===== src/rtl/audio_route_pkg.sv =====
package audio_route_pkg;
  localparam int unsigned N_SRC = 4;
  localparam int unsigned N_DST = 4;
  localparam int unsigned CODE_W = 2;
  localparam int unsigned N_REG = 4;

  typedef logic [CODE_W-1:0] code_t;

  localparam code_t SRC_DMA = 2'd0;
  localparam code_t SRC_DSP = 2'd1;
  localparam code_t SRC_EXT = 2'd2;
  localparam code_t SRC_ADC = 2'd3;

  localparam int unsigned DST_EXT = 0;
  localparam int unsigned DST_DAC = 1;
  localparam int unsigned DST_DMA = 2;
  localparam int unsigned DST_DSP = 3;

  localparam logic [7:0] RST_VAL [N_REG] = '{8'h01, 8'h11, 8'h00, 8'h00};
  localparam logic [7:0] WR_MASK [N_REG] = '{8'h27, 8'hFF, 8'h67, 8'hFF};
endpackage


===== src/rtl/audio_route_regs.sv =====
module audio_route_regs
  import audio_route_pkg::*;
(
  input  logic       clk_i,
  input  logic       rst_ni,
  input  logic       we_i,
  input  logic [1:0] addr_i,
  input  logic [7:0] wdata_i,
  output logic [7:0] rdata_o,
  output logic [7:0] bank_o [N_REG]
);
  logic [7:0] bank_q [N_REG];

  for (genvar i = 0; i < N_REG; i++) begin : g_reg
    always_ff @(posedge clk_i or negedge rst_ni) begin
      if (!rst_ni)                          bank_q[i] <= RST_VAL[i];
      else if (we_i && addr_i == 2'(i))     bank_q[i] <= wdata_i & WR_MASK[i];
    end
    assign bank_o[i] = bank_q[i];
  end

  assign rdata_o = bank_q[addr_i];
endmodule


===== src/rtl/audio_route_xbar.sv =====
module audio_route_xbar
  import audio_route_pkg::*;
#(
  parameter int unsigned SAMPLE_W = 32
) (
  input  logic                      clk_i,
  input  logic                      rst_ni,
  input  code_t                     sel_prog_i [N_DST],
  input  logic [N_DST-1:0]          dst_bypass_i,
  input  logic [N_DST-1:0]          dst_live_i,
  input  logic [N_SRC-1:0]          src_bypass_i,
  input  logic [N_SRC-1:0]          src_present_i,
  input  logic [N_SRC-1:0]          src_valid_i,
  input  logic [N_SRC*SAMPLE_W-1:0] src_data_i,
  output logic [N_SRC-1:0]          src_ready_o,
  output logic [N_DST-1:0]          dst_valid_o,
  output logic [N_DST*SAMPLE_W-1:0] dst_data_o,
  input  logic [N_DST-1:0]          dst_ready_i
);
  code_t            sel_act_q [N_DST];
  logic [N_DST-1:0] take;
  logic [N_DST-1:0] stall;

  assign take = dst_ready_i | dst_bypass_i;

  always_comb begin
    for (int s = 0; s < N_SRC; s++) begin
      logic all_take;
      all_take = 1'b1;
      for (int d = 0; d < N_DST; d++)
        if (dst_live_i[d] && sel_act_q[d] == code_t'(s)) all_take &= take[d];
      src_ready_o[s] = src_present_i[s] & (src_bypass_i[s] | all_take);
    end
  end

  for (genvar d = 0; d < N_DST; d++) begin : g_dst
    code_t s;
    assign s = sel_act_q[d];
    assign dst_valid_o[d] = dst_live_i[d] & src_valid_i[s] & src_ready_o[s];
    assign dst_data_o[d*SAMPLE_W +: SAMPLE_W] = src_data_i[s*SAMPLE_W +: SAMPLE_W];
    // pending word not yet taken by this consumer
    assign stall[d] = dst_live_i[d] & src_present_i[s] & src_valid_i[s] & ~take[d];

    always_ff @(posedge clk_i or negedge rst_ni) begin
      if (!rst_ni)        sel_act_q[d] <= SRC_DMA;
      else if (!stall[d]) sel_act_q[d] <= sel_prog_i[d];
    end
  end
endmodule


===== src/rtl/audio_route_matrix.sv =====
module audio_route_matrix
  import audio_route_pkg::*;
#(
  parameter int unsigned SAMPLE_W = 32
) (
  input  logic                      clk_i,
  input  logic                      rst_ni,
  input  logic                      reg_we_i,
  input  logic [1:0]                reg_addr_i,
  input  logic [7:0]                reg_wdata_i,
  output logic [7:0]                reg_rdata_o,
  input  logic [3:0]                src_valid_i,
  input  logic [4*SAMPLE_W-1:0]     src_data_i,
  output logic [3:0]                src_ready_o,
  output logic [3:0]                dst_valid_o,
  output logic [4*SAMPLE_W-1:0]     dst_data_o,
  input  logic [3:0]                dst_ready_i,
  output logic [7:0]                src_clk_sel_o
);
  logic [7:0] bank [N_REG];
  logic [7:0] src_hi_q, src_lo_q, dst_hi_q, dst_lo_q;

  audio_route_regs u_regs (
    .clk_i   (clk_i),
    .rst_ni  (rst_ni),
    .we_i    (reg_we_i),
    .addr_i  (reg_addr_i),
    .wdata_i (reg_wdata_i),
    .rdata_o (reg_rdata_o),
    .bank_o  (bank)
  );

  assign src_hi_q = bank[0];
  assign src_lo_q = bank[1];
  assign dst_hi_q = bank[2];
  assign dst_lo_q = bank[3];

  code_t            sel_prog [N_DST];
  logic [N_DST-1:0] dst_bypass, dst_live;
  logic [N_SRC-1:0] src_bypass, src_present;

  assign sel_prog[DST_EXT] = dst_hi_q[2:1];
  assign sel_prog[DST_DAC] = dst_hi_q[6:5];
  assign sel_prog[DST_DMA] = dst_lo_q[2:1];
  assign sel_prog[DST_DSP] = dst_lo_q[6:5];

  assign dst_bypass = {dst_lo_q[4], dst_lo_q[0], 1'b0, dst_hi_q[0]};
  assign dst_live   = {dst_lo_q[7], 3'b111};
  assign src_bypass = {1'b0, src_hi_q[0], src_lo_q[4], src_lo_q[0]};
  assign src_present = {2'b11, src_lo_q[7], 1'b1};

  assign src_clk_sel_o = {1'b0, src_hi_q[5], src_hi_q[2:1], src_lo_q[6:5], src_lo_q[2:1]};

  audio_route_xbar #(.SAMPLE_W(SAMPLE_W)) u_xbar (
    .clk_i         (clk_i),
    .rst_ni        (rst_ni),
    .sel_prog_i    (sel_prog),
    .dst_bypass_i  (dst_bypass),
    .dst_live_i    (dst_live),
    .src_bypass_i  (src_bypass),
    .src_present_i (src_present),
    .src_valid_i   (src_valid_i),
    .src_data_i    (src_data_i),
    .src_ready_o   (src_ready_o),
    .dst_valid_o   (dst_valid_o),
    .dst_data_o    (dst_data_o),
    .dst_ready_i   (dst_ready_i)
  );
endmodule


===== config.mk =====
export PLATFORM = sky130hd
export DESIGN_NAME = audio_route_matrix
export DESIGN_NICKNAME = d
export VERILOG_FILES = /design/src/rtl/audio_route_pkg.sv /design/src/rtl/audio_route_regs.sv /design/src/rtl/audio_route_xbar.sv /design/src/rtl/audio_route_matrix.sv
export SDC_FILE = /design/constraint.sdc
export NUM_CORES = 1
export LEC_CHECK = 0
export BUFFER_PORTS_ARGS = -buffer_cell sky130_fd_sc_hd__buf_2
export CAP_MARGIN = 20
export CORE_AREA = 2 2 117 119
export CTS_BUF_LIST = sky130_fd_sc_hd__clkbuf_2 sky130_fd_sc_hd__clkbuf_4 sky130_fd_sc_hd__clkbuf_8
export DETAILED_ROUTE_END_ITERATION = 12
export DIE_AREA = 0 0 119 121
export HOLD_SLACK_MARGIN = 0.08
export MAX_ROUTING_LAYER = met4
export PLACE_DENSITY = 0.78
export SYNTH_ARGS = -nofsm -noshare
export SYNTH_HDL_FRONTEND = slang
export SYNTH_SLANG_ARGS = --single-unit

===== constraint.sdc =====
create_clock -name clk_i -period 4.6 [get_ports clk_i]
set_input_delay 0.69 -clock clk_i [delete_from_list [all_inputs] [get_ports clk_i]]
set_output_delay 0.69 -clock clk_i [all_outputs]
set_load 0.005 [all_outputs]

After elaboration in Yosys (flattened, before gate mapping)
Cells that the tools add are included.
{ "totals": {"word_cells": 124, "regBits": 33, "out_inout_bits": 152, "input_bits": 149} }
{ "op_classes": {"n_eq_ne": 15, "n_mux": 43, "order_cmp": 5, "reduce_logical": 13, "bitwise_logic": 36, "n_shift": 4} }
{ "ops": {"columns": ["operator", "count"], "rows": [
  ["indexed part select 128 x 8 -> 32 bit", 4],
  ["two-way mux 1 bit", 28],
  ["AND 1 bit", 27],
  ["binary-select mux 1 bit (select 2 bit)", 12],
  ["== test 2 bit, second input constant", 10],
  ["binary-select mux 8 bit (select 2 bit)", 1],
  ["two-way mux 8 bit", 2],
  ["less-than comparator 2 x 3 -> 1 bit, second input constant", 4],
  ["== test 2 x 1 -> 1 bit, second input constant", 5],
  ["zero test 2 bit", 5],
  ["logical AND 1 bit", 8],
  ["NOT 1 bit", 4],
  ["OR 4 bit", 1],
  [">= comparator 3 bit, second input constant", 1],
  ["NOT 2 -> 3 bit", 1],
  ["OR 1 bit", 3]
]} }

Depth between registers and ports, before layout
Gate-level depths: netlist (run 1).
{ "depth": {"word_depth": 13, "ltp_mapped": 6, "depth_no_buf": 4} }

By module
From an unflattened synthesis (run 1), not the netlist that was laid out.
{ "hier_totals": {"cells_unflattened": 334, "area_unflattened_um2": 5203.7} }
{ "modules_own_cells": {"columns": ["module", "area_each_um2", "seq_area_each_um2", "cells_per_inst", "n_inst"], "rows": [
  ["audio_route_xbar", 3957.5, 200.2, 254, 1],
  ["audio_route_regs", 1231.2, 629.4, 77, 1],
  ["audio_route_matrix", 15.0, 0.0, 3, 1]
]} }

Worst setup path before layout (run 1)
No wires, ideal clock.
{ "synth_timing": {"path_kind": "input to output", "from": "in dst_ready_i[0]", "to": "out dst_valid_o[0]", "path_buffers": 0, "stages": 4, "setup_slack_ps": 2291, "required_time_ps": 3910, "t_arrival_ps": 1619, "cell_sequence": "nor3b_1 > a222oi_1 > nand3_1 > a311oi_1"} }
{ "synth_between": {"elab_chain_len": 13, "word_cells_on_any_way": 36, "classes_between": "18 x mux; 18 x bitwise"} }
{ "synth_lines": {"columns": ["element", "line_no", "source"], "rows": [
  ["start: declaration", "audio_route_matrix.sv:17", "input logic [3:0] dst_ready_i,"],
  ["OR 4 bit (*)", "audio_route_xbar.sv:24", "assign take = dst_ready_i | dst_bypass_i;"],
  ["two-way mux 1 bit", "audio_route_xbar.sv:31", "if (dst_live_i[d] && sel_act_q[d] == code_t'(s)) all_take &= take[d];"],
  ["AND 1 bit", "audio_route_xbar.sv:31", null],
  ["two-way mux 1 bit", "audio_route_xbar.sv:31", null],
  ["AND 1 bit", "audio_route_xbar.sv:31", null],
  ["two-way mux 1 bit", "audio_route_xbar.sv:31", null],
  ["AND 1 bit", "audio_route_xbar.sv:31", null],
  ["two-way mux 1 bit", "audio_route_xbar.sv:31", null],
  ["OR 1 bit", "audio_route_xbar.sv:32", "src_ready_o[s] = src_present_i[s] & (src_bypass_i[s] | all_take);"],
  ["AND 1 bit", "audio_route_xbar.sv:32", null],
  ["binary-select mux 1 bit (select 2 bit) (*)", "audio_route_xbar.sv:39", "assign dst_valid_o[d] = dst_live_i[d] & src_valid_i[s] & src_ready_o[s];"],
  ["two-way mux 1 bit (implied by the code) (*)", "audio_route_xbar.sv:39", null],
  ["AND 1 bit (*)", "audio_route_xbar.sv:39", null],
  ["end: declaration", "audio_route_matrix.sv:15", "output logic [3:0] dst_valid_o,"]
]} }
Every way passes the cells marked *; elsewhere a longest branch is shown, timed or not. The select of a mux whose other input is x is not followed.

Final worst setup path (run 1)
{ "layout_timing": {"from": "reg u_xbar.sel_act_q (netlist bit u_xbar.g_dst[0].s[1])", "to": "out dst_valid_o[1]"} }
{ "layout_between": {"elab_chain_len": 13, "word_cells_on_any_way": 39, "classes_between": "3 x eq/ne; 18 x mux; 17 x bitwise; 1 x reduce/logical"} }
{ "layout_lines": {"columns": ["element", "line_no", "source"], "rows": [
  ["start: declaration", "audio_route_xbar.sv:20", "code_t sel_act_q [N_DST];"],
  ["start signal: indexed assignment", "audio_route_xbar.sv:46", "else if (!stall[d]) sel_act_q[d] <= sel_prog_i[d];"],
  ["== test 2 x 1 -> 1 bit", "audio_route_xbar.sv:31", null],
  ["two-way mux 1 bit", "audio_route_xbar.sv:31", null],
  ["AND 1 bit", "audio_route_xbar.sv:31", null],
  ["two-way mux 1 bit", "audio_route_xbar.sv:31", null],
  ["AND 1 bit", "audio_route_xbar.sv:31", null],
  ["two-way mux 1 bit", "audio_route_xbar.sv:31", null],
  ["AND 1 bit", "audio_route_xbar.sv:31", null],
  ["two-way mux 1 bit", "audio_route_xbar.sv:31", null],
  ["OR 1 bit", "audio_route_xbar.sv:32", null],
  ["AND 1 bit", "audio_route_xbar.sv:32", null],
  ["binary-select mux 1 bit (select 2 bit) (*)", "audio_route_xbar.sv:39", null],
  ["two-way mux 1 bit (implied by the code) (*)", "audio_route_xbar.sv:39", null],
  ["AND 1 bit (*)", "audio_route_xbar.sv:39", null]
]} }
Marked as above.

==> flow_summary.json, run 1 <==
{
  "synthArstFlopShare": 1.000,
  "drt_iter0_markers": 662,
  "path_class": "reg2out",
  "power_frac_clock": 0.103,
  "rows": 42,
  "dp_hpwl_mm": 14.76,
  "setup_tns_ns": 0,
  "numCtsBuffers": 5,
  "ios": 301,
  "grt_max_degree": 45,
  "grt_setup_unrepaired": "no",
  "wirelength_mm": 18.65,
  "max_stage_delay_ns": 1.06,
  "htree_levels": 2,
  "first_pass_iters": 5,
  "rrSetupSlack_ns": 2.09,
  "root_buffer": "clkbuf_8",
  "switching_power_mw": 1.112,
  "syn_nets": 491,
  "ys_seq_area_frac": 0.1622,
  "initial_core_util": 0.3908,
  "cp.required_ns": 3.91,
  "crit_path_top_delay_cell": "dfrtp_2",
  "final_nets": 757,
  "ys_types": 41,
  "skew_ns": 0.006973,
  "dp_cells": 777,
  "status": "completed",
  "fmax_mhz": 279.5,
  "fin_ws_ns": 1.022,
  "grt_use_total": 0.2623,
  "routed_via_density": 6.234,
  "intPower_mw": 1.646,
  "power_density_nw_per_um2": 407.6,
  "synth_top_flop_cell": "dfrtp_1",
  "period_minus_slack_ns": 3.578,
  "gr-total-overflow": 0,
  "syn-cell-area_um2": 5114,
  "setup_viol": 0,
  "die_w_um": 119,
  "final_cells": 794,
  "drv_cap": 0,
  "fin_area_um2": 6765,
  "p_leak_nw": 2.861,
  "max_slew.worst_pin.slew_ns": 1.050,
  "wl_per_cell_um": 23.49,
  "synth_edf_count": 0,
  "ys_seq_elements": 33,
  "antenna_found_initial": 6,
  "die_area_um2": 14400,
  "slew_headroom": 0.2999,
  "fin_crit_sh": 0.7779,
  "post_cts_resized": 0,
  "core_area_um2": 13090,
  "cts_setup_buffers": 0,
  "place_area_um2": 6623,
  "grt_pass1_vias": 4918,
  "crit_chain": "nor4_1 > o31ai_1 > a221oi_1 > a311oi_1 > buf_2",
  "cp_data_arrival_time_ns": 2.89,
  "area_growth_pct": 32.30,
  "cp_max_fo": 44,
  "worstSetupStartpointType": "register",
  "swShare": 0.4032,
  "ant_nets": 0,
  "p_comb_frac": 0.652,
  "syn_area_per_cell_um2": 14.95,
  "maxSlewViolCount": 0,
  "syn_inst": 342,
  "finalPower_mw": 2.757,
  "r2r_cells": 4,
  "cts_tree": "done",
  "path_clk_slew_ns": 0.07,
  "drive_gt1_frac": 0.7980,
  "finalHoldViolCount": 0,
  "cp-end-kind": "output pin",
  "peakVddDrop_mv": 0.2659,
  "ys_warn_count": 0,
  "sequentialPowerShare": 0.245,
  "ctsHoldBuffers": 0,
  "dieHeight_um": 121,
  "postLayoutCoreUtil": 0.5170,
  "clk_path_buf_depth": 2,
  "dpl_worst_slack_ns": 1.435,
  "vias": 4950,
  "port_buffers": 299,
  "clock_latency_ns": 0.28,
  "grt_pass1_wl_mm": 28.45,
  "gp_congestion": 0.9388,
  "drc_errors": 0,
  "fin_hold_ws_ns": 0.4548,
  "cts.sinks": 33,
  "hold_class": "in2async"
}
-- cell families (layout without fill, tap and decap cells) --
kind of cell / count (synthesis) / in the layout / synth area share
buf+inv: 57 / 324 / 0.05799
mux: 164 / 164 / 0.6621
simple gates: 42 / 42 / 0.05578
compound gates: 45 / 45 / 0.06117
other cells: 1 / 10 / 0.0007333
flops: 33 / 33 / 0.1622
-- worst max-delay path, delay by kind of cell, from the launching register on --
kind                   cells  cell delay [ns]
AOI/OAI and AO/OA          3             1.15
and+or+nand+nor            1             0.17
buffers and inverters      1             0.20
DFF                        1             1.06
-- per-layer routing --
layer / up-vias / GRT usage / part of all wire
met3: 43 / 0.05780 / 0.099
li1: 2076 / - / -
met1: 2509 / 0.3244 / 0.35
met2: 322 / 0.4285 / 0.51
met5: - / - / 0
met4: 0 / 0.09524 / 0.037
-- power by group through the flow --
stage,clock (mW),sequential [mW],combinational [mW]
after global placement,0,0.674,1.77
after CTS,0.292,0.676,1.81
after floorplan,0,0.404,1.34
after global routing,0.307,0.701,1.93
after detailed placement,0,0.682,1.81
final,0.285,0.675,1.80
-- state kept, by name (all words and copies together) (netlist names) --
register        count
u_regs.bank_o      25
u_xbar.g_dst.s      8
-- layout by cell type, fill, tap and decap left out, types with 2 or more instances in the layout --
| cell | count |
|---|---|
| o21ai_0 | 7 |
| a221oi_1 | 3 |
| buf_4 | 4 |
| mux4_2 | 133 |
| diode_2 | 9 |
| a21oi_1 | 12 |
| and2_1 | 3 |
| dfstp_2 | 3 |
| clkbuf_8 | 6 |
| nand4_1 | 2 |
| nor3b_1 | 7 |
| nor3b_2 | 2 |
| nand3b_1 | 4 |
| inv_1 | 13 |
| a21boi_0 | 4 |
| dfrtp_2 | 8 |
| nor2b_1 | 4 |
| mux4_1 | 3 |
| mux2_2 | 25 |
| mux2i_1 | 3 |
| a32oi_1 | 2 |
| nor3_1 | 2 |
| or2_2 | 2 |
| a311oi_1 | 2 |
| buf_2 | 299 |
| a22o_1 | 4 |
| dfrtp_1 | 22 |
| nor4b_1 | 4 |
| nand3_1 | 3 |
| o31ai_1 | 3 |
| a211oi_1 | 2 |
| nand2_1 | 5 |
| nor4_1 | 2 |
-- layout make-up --
class / count / area [µm²]
Sequential cell: 33 / 839.6
Tap cell: 176 / 220.2
Timing Repair Buffer: 303 / 1526
Fill cell: 1114 / 6320
Clock buffer: 7 / 90.09
Antenna cell: 9 / 22.52
Multi-Input combinational cell: 252 / 3988
Clock inverter: 1 / 30.03
Inverter: 13 / 48.80
-- synthesized netlist by cell type, drive strengths merged (2+ instances only) --
| library cell | count | share of area |
|---|---|---|
| mux2i | 3 | 0.0059 |
| a221oi | 3 | 0.0051 |
| o21ai | 7 | 0.0069 |
| a22o | 4 | 0.0069 |
| nand3b | 4 | 0.0059 |
| nor3 | 2 | 0.0020 |
| nand3 | 3 | 0.0029 |
| nor3b | 9 | 0.015 |
| dfstp | 3 | 0.015 |
| or2 | 2 | 0.0024 |
| nor4b | 4 | 0.0069 |
| nand4 | 2 | 0.0024 |
| a211oi | 2 | 0.0029 |
| a32oi | 2 | 0.0034 |
| nand2 | 5 | 0.0037 |
| o31ai | 4 | 0.0069 |
| nor4 | 2 | 0.0024 |
| and2 | 3 | 0.0037 |
| dfrtp | 30 | 0.15 |
| mux4 | 136 | 0.60 |
| a21oi | 12 | 0.012 |
| inv | 13 | 0.0095 |
| buf | 34 | 0.041 |
| a311oi | 2 | 0.0034 |
| a21boi | 4 | 0.0059 |
| nor2b | 5 | 0.0076 |
| mux2 | 25 | 0.055 |
| clkbuf | 10 | 0.0073 |
-- final timing paths --
kind | start | to
worst max-delay path | u_xbar.g_dst[0].s[1]$_DFFE_PN0N_ | dst_valid_o[1]
max in group asynchronous | rst_ni | u_xbar.g_dst[2].s[0]$_DFFE_PN0N_
worst max register to register | u_xbar.g_dst[1].s[0]$_DFFE_PN0N_ | u_xbar.g_dst[1].s[1]$_DFFE_PN0N_
worst min register to register | u_regs.bank_o[19]$_DFFE_PN0P_ | u_regs.bank_o[19]$_DFFE_PN0P_
min in group clk_i | u_regs.bank_o[19]$_DFFE_PN0P_ | u_regs.bank_o[19]$_DFFE_PN0P_
worst min-delay path | rst_ni | u_regs.bank_o[22]$_DFFE_PN0P_
Note: power is estimated with default switching activity, not from simulation.
==> inputs of run 2 (changes only) <==
--- a/config.mk
+++ b/config.mk
@@ -5,15 +5,16 @@
 export SDC_FILE = /design/constraint.sdc
 export NUM_CORES = 1
 export LEC_CHECK = 0
+export ABC_AREA = 1
 export BUFFER_PORTS_ARGS = -buffer_cell sky130_fd_sc_hd__buf_2
 export CAP_MARGIN = 20
-export CORE_AREA = 2 2 117 119
+export CORE_AREA = 2 2 116 118
 export CTS_BUF_LIST = sky130_fd_sc_hd__clkbuf_2 sky130_fd_sc_hd__clkbuf_4 sky130_fd_sc_hd__clkbuf_8
 export DETAILED_ROUTE_END_ITERATION = 12
-export DIE_AREA = 0 0 119 121
+export DIE_AREA = 0 0 118 120
 export HOLD_SLACK_MARGIN = 0.08
 export MAX_ROUTING_LAYER = met4
-export PLACE_DENSITY = 0.78
+export PLACE_DENSITY = 0.77
 export SYNTH_ARGS = -nofsm -noshare
 export SYNTH_HDL_FRONTEND = slang
 export SYNTH_SLANG_ARGS = --single-unit
==> constraint.sdc (replaced) <==
create_clock -name clk_i -period 2.9 [get_ports clk_i]
set_input_delay 0.435 -clock clk_i [delete_from_list [all_inputs] [get_ports clk_i]]
set_output_delay 0.435 -clock clk_i [all_outputs]
set_load 0.005 [all_outputs]
==> flow_summary.json, run 2 <==
{
  "status": "completed",
  "drv_cap": 0,
  "grt_setup_unrepaired": "no",
  "initial_core_util": 0.3489,
  "path_class": "reg2out",
  "dp_cells": 1083,
  "syn-cell-area_um2": 4528,
  "hold_class": "in2async",
  "grt_use_total": 0.3143,
  "power_density_nw_per_um2": 689.1,
  "ys_seq_elements": 33,
  "routed_via_density": 6.353,
  "final_nets": 1063,
  "synth_top_flop_cell": "dfrtp_1",
  "synthTopCellsByCount": "a22oi_1 (134), o221ai_1 (127), inv_1 (93)",
  "dieHeight_um": 120,
  "antenna_found_initial": 6,
  "dp_hpwl_mm": 16.84,
  "skew_ns": 0.007126,
  "cp-end-kind": "output pin",
  "slew_headroom": 0.5085,
  "syn_nets": 801,
  "largest_register_ffs": 25,
  "max_slew.worst_pin.slew_ns": 0.7372,
  "ys_warn_count": 0,
  "grt_max_degree": 35,
  "ios": 301,
  "fin_crit_sh": 0.8777,
  "ys_top_cells_by_area": "o221ai_1 (25%), a22oi_1 (22%), dfrtp_1 (17%), inv_1 (7.7%), nand2_1 (6.8%)",
  "peakVddDrop_mv": 0.3261,
  "synthArstFlopShare": 1.000,
  "worstSetupStartpointType": "register",
  "drt_iter0_markers": 1162,
  "rows": 42,
  "gr-total-overflow": 0,
  "port_buffers": 299,
  "syn_inst": 652,
  "cts_tree": "done",
  "yosysMostFrequentCell": "a22oi_1",
  "cp.required_ns": 2.47,
  "ctsHoldBuffers": 0,
  "root_buffer": "clkbuf_8",
  "fin_ws_ns": 0.3547,
  "area_growth_pct": 38.27,
  "netlist.area_leader.share": 0.2456,
  "finalHoldViolCount": 0,
  "path_clk_slew_ns": 0.07,
  "first_pass_iters": 7,
  "final_common_cell": "buf_2",
  "final_cells": 1098,
  "drive_gt1_frac": 0.3902,
  "fin_hold_ws_ns": 0.1973,
  "period_minus_slack_ns": 2.545,
  "htree_levels": 2,
  "setup_tns_ns": 0,
  "drc_errors": 0,
  "ys_types": 28,
  "post_cts_resized": 0,
  "grt_pass1_vias": 6438,
  "syn_area_per_cell_um2": 6.945,
  "cp_data_arrival_time_ns": 2.11,
  "dpl_worst_slack_ns": 0.6904,
  "cts_setup_buffers": 0,
  "wl_per_cell_um": 21.07,
  "die_w_um": 118,
  "fmax_mhz": 392.9,
  "setup_viol": 0,
  "ant_nets": 0,
  "fillers": 1359,
  "grt_pass1_wl_mm": 35.05,
  "maxSlewViolCount": 0,
  "die_area_um2": 14160,
  "synth_edf_count": 0,
  "vias": 6976,
  "cp_max_fo": 34,
  "gp_congestion": 1.020,
  "core_area_um2": 12980,
  "p_leak_nw": 3.159,
  "numCtsBuffers": 5,
  "cts.sinks": 33,
  "clock_latency_ns": 0.29,
  "ys_seq_area_frac": 0.1832,
  "wirelength_mm": 23.13,
  "final_cell_mix": "buf_2 (299), a22oi_1 (134), o221ai_1 (127)",
  "clk_path_buf_depth": 2,
  "yosysTopAreaCell": "o221ai_1"
}
==> run 2: cell count changes in the layout (fill, tap and decap cells not counted), sizes merged, moves of 5 or more <==
cell    change
nand2      +83
mux2       -25
nand3      +15
mux4      -136
inv        +90
nor3b       -9
o221ai    +127
nor2       +29
o21ai      +34
nor2b       -5
a21oi       -7
a22oi     +133
buf        +14
==> run 2: area by class of cell <==
class                           instances  area [µm²]  area share
Clock inverter                          2       37.54    0.005995
Multi-Input combinational cell        454        3055      0.4880
Sequential cell                        33       829.5      0.1325
Clock buffer                            6       82.58     0.01319
Tap cell                              176       220.2     0.03517
Inverter                              103       386.6     0.06175
Timing Repair Buffer                  317        1632      0.2606
Antenna cell                            7       17.52    0.002798
==> run 2: worst max-delay path, stage by stage, from the launching register on <==
cell	delay, ns
dfrtp_1	0.46
inv_2	0.11
nand2_4	0.36
inv_1	0.11
nand2_1	0.08
nand4_1	0.18
nand3_1	0.12
nand3_1	0.08
nor2_1	0.16
buf_2	0.14
==> run 2: layer usage <==
layer / global-route usage / part of all wire / up-vias
met5: - / 0 / -
met3: 0.07747 / 0.12 / 123
met1: 0.3892 / 0.37 / 3146
met2: 0.4826 / 0.46 / 633
met4: 0.1483 / 0.050 / 0
li1: - / - / 3074
==> run 2: final timing paths <==
path                                                  startpoint                                to  slack (ns)  depth (start not counted)
worst max-delay path            u_xbar.g_dst[1].s[0]$_DFFE_PN0N_                    dst_valid_o[2]        0.35                          9
worst min-delay path                                      rst_ni     u_regs.bank_o[19]$_DFFE_PN0P_        0.20                          1
worst max register to register  u_xbar.g_dst[3].s[0]$_DFFE_PN0N_  u_xbar.g_dst[3].s[1]$_DFFE_PN0N_        0.93                          6
worst min register to register      u_regs.bank_o[3]$_DFFE_PN0P_      u_regs.bank_o[3]$_DFFE_PN0P_        0.50                          2
max in group asynchronous                                 rst_ni      u_regs.bank_o[5]$_DFFE_PN0P_        2.23                          1
min in group clk_i                                reg_wdata_i[4]     u_regs.bank_o[20]$_DFFE_PN1P_        0.39                          3
==> run 2: cell families (layout without fill, tap and decap cells) <==
family | after synthesis | after routing | share of synthesized area
AO/OA/AOI/OAI | 313 | 313 | 0.5297
buffers and inverters | 165 | 428 | 0.1464
AND/OR/NAND/NOR | 140 | 140 | 0.1398
other | 1 | 8 | 0.0008282
flip-flops | 33 | 33 | 0.1832
==> run 2: metrics by stage <==
step	area [µm²]	power (mW)	utilization
after global routing	6259	4.581	0.4822
after detailed placement	6123	3.782	0.4718
after floorplan	4528	2.375	-
after CTS	6243	4.249	0.4810
final	6261	4.314	0.4824
after global placement	6123	3.753	0.4718
==> run 2: report_power, final <==
part / internal, mW / total, mW / switching [mW]
combinational: 1.29 / 3.18 / 1.88
clock: 0.279 / 0.465 / 0.186
sequential: 0.548 / 0.670 / 0.123
==> inputs of run 3 (changes only) <==
--- a/config.mk
+++ b/config.mk
@@ -15,6 +15,7 @@
 export HOLD_SLACK_MARGIN = 0.08
 export MAX_ROUTING_LAYER = met4
 export PLACE_DENSITY = 0.77
+export REMOVE_ABC_BUFFERS = 1
 export SYNTH_ARGS = -nofsm -noshare
 export SYNTH_HDL_FRONTEND = slang
 export SYNTH_SLANG_ARGS = --single-unit
==> flow_summary.json, run 3 (synthesis gave the netlist of run 2 again) <==
{
  "cts_tree": "done",
  "drv_cap": 0,
  "root_buffer": "clkbuf_8",
  "clk_path_buf_depth": 2,
  "peakVddDrop_mv": 0.3890,
  "finalHoldViolCount": 0,
  "period_minus_slack_ns": 2.611,
  "max_stage_delay_ns": 0.50,
  "cp-end-kind": "output pin",
  "path_clk_slew_ns": 0.07,
  "worstSetupStartpointType": "register",
  "wl_met3_mm": 2.385,
  "ios": 301,
  "gr-total-overflow": 0,
  "max_slew.worst_pin.slew_ns": 0.7437,
  "ant_nets": 0,
  "hold_class": "in2async",
  "gp_congestion": 1.045,
  "port_buffers": 299,
  "cts.sinks": 33,
  "drt_iter0_markers": 1382,
  "area_growth_pct": 38.35,
  "fmax_mhz": 383.0,
  "crit_path_top_delay_cell": "dfrtp_1",
  "grt_pass1_wl_mm": 37.08,
  "wl_met2_mm": 11.65,
  "core_area_um2": 12980,
  "largest_register_ffs": 25,
  "drive_gt1_frac": 0.3935,
  "final_cell_mix": "buf_2 (299), a22oi_1 (134), o221ai_1 (127)",
  "rrSetupSlack_ns": 1.00,
  "finalPower_mw": 4.274,
  "grt_pass1_vias": 6406,
  "dieHeight_um": 120,
  "final_common_cell": "buf_2",
  "vias": 6926,
  "slew_headroom": 0.5042,
  "drc_errors": 0,
  "clock_latency_ns": 0.28,
  "cts_setup_buffers": 0,
  "place_area_um2": 6161,
  "antenna_found_initial": 5,
  "ctsHoldBuffers": 0,
  "grt_max_degree": 35,
  "cp.required_ns": 2.47,
  "grt_setup_unrepaired": "no",
  "path_class": "reg2out",
  "fin_crit_sh": 0.9004,
  "setup_tns_ns": 0,
  "maxSlewViolCount": 0,
  "routed_via_density": 6.291,
  "wirelength_mm": 24.28,
  "post_cts_resized": 0,
  "initial_core_util": 0.3489,
  "skew_ns": 0.001415,
  "wl_per_cell_um": 22.05,
  "postLayoutCoreUtil": 0.4826,
  "p_leak_nw": 3.177,
  "grt_use_total": 0.3356,
  "top_layer": "met4",
  "die_area_um2": 14160,
  "status": "completed",
  "first_pass_iters": 8,
  "cp_data_arrival_time_ns": 2.18,
  "fin_area_um2": 6265,
  "die_w_um": 118,
  "setup_viol": 0,
  "wl_met1_mm": 9.425,
  "dp_hpwl_mm": 18.52,
  "htree_levels": 2,
  "cp_max_fo": 19,
  "power_density_nw_per_um2": 682.2,
  "crit_chain": "nand2_2 > inv_1 > nand2_1 > nand4_1 > a21oi_1 > nand3_1 > nor2_1 > buf_2",
  "rows": 42,
  "final_nets": 1068,
  "numCtsBuffers": 5
}
run 3: cell types whose count changed in the layout (fill, tap and decap cells not counted), sizes merged:
| cell | delta |
|---|---|
| buf | +5 |
| bufinv | -1 |
| clkbuf | +2 |
| clkinvlp | -1 |
| diode | -2 |
run 3: stage by stage:
stage,setup slack (ns),hold WS [ns],cells
floorplan,0.7679,0.1394,590
CTS,0.3100,0.2340,1096
detailed placement,0.6242,0.4830,1088
global route,0.1529,0.2683,1101
global placement,0.6475,0.4745,1088
finish,0.2887,0.2184,1101
run 3: where the power goes:
part	total, mW	switching (mW)	leakage [nW]	internal, mW
clock network	0.359	0.161	0.0498	0.198
logic	3.25	1.93	2.72	1.32
registers	0.666	0.118	0.406	0.548
run 3: cell type report:
type | instances | area, µm²
fill | 1394 | 6715
multi-input combinational | 454 | 3055
timing repair buffer | 322 | 1669
sequential | 33 | 829.5
inverter | 103 | 386.6
tap | 176 | 220.2
clock buffer | 8 | 91.34
antenna | 5 | 12.51
run 3: metal layers:
layer,global-route usage,vias to the layer above
met2,0.5520,576
met5,-,-
li1,-,3086
met1,0.4269,3172
met4,0.09413,0
met3,0.05656,92
run 3: path summary, 6_finish.rpt:
check,depth (start not counted),startpoint,end
worst min register to register,2,u_regs.bank_o[20]$_DFFE_PN1P_,u_regs.bank_o[20]$_DFFE_PN1P_
worst max register to register,8,u_xbar.g_dst[0].s[1]$_DFFE_PN0N_,u_xbar.g_dst[0].s[1]$_DFFE_PN0N_
min in group clk_i,3,reg_wdata_i[4],u_regs.bank_o[20]$_DFFE_PN1P_
worst max-delay path,8,u_xbar.g_dst[1].s[1]$_DFFE_PN0N_,dst_valid_o[2]
worst min-delay path,1,rst_ni,u_regs.bank_o[21]$_DFFE_PN0P_
max in group asynchronous,1,rst_ni,u_regs.bank_o[19]$_DFFE_PN0P_
run 3: worst max-delay path, delay by kind of cell, from the launching register on:
kind	cells	cell delay, ns
and+or+nand+nor	5	0.95
DFF	1	0.50
AOI/OAI and AO/OA	1	0.19
buffers and inverters	2	0.26
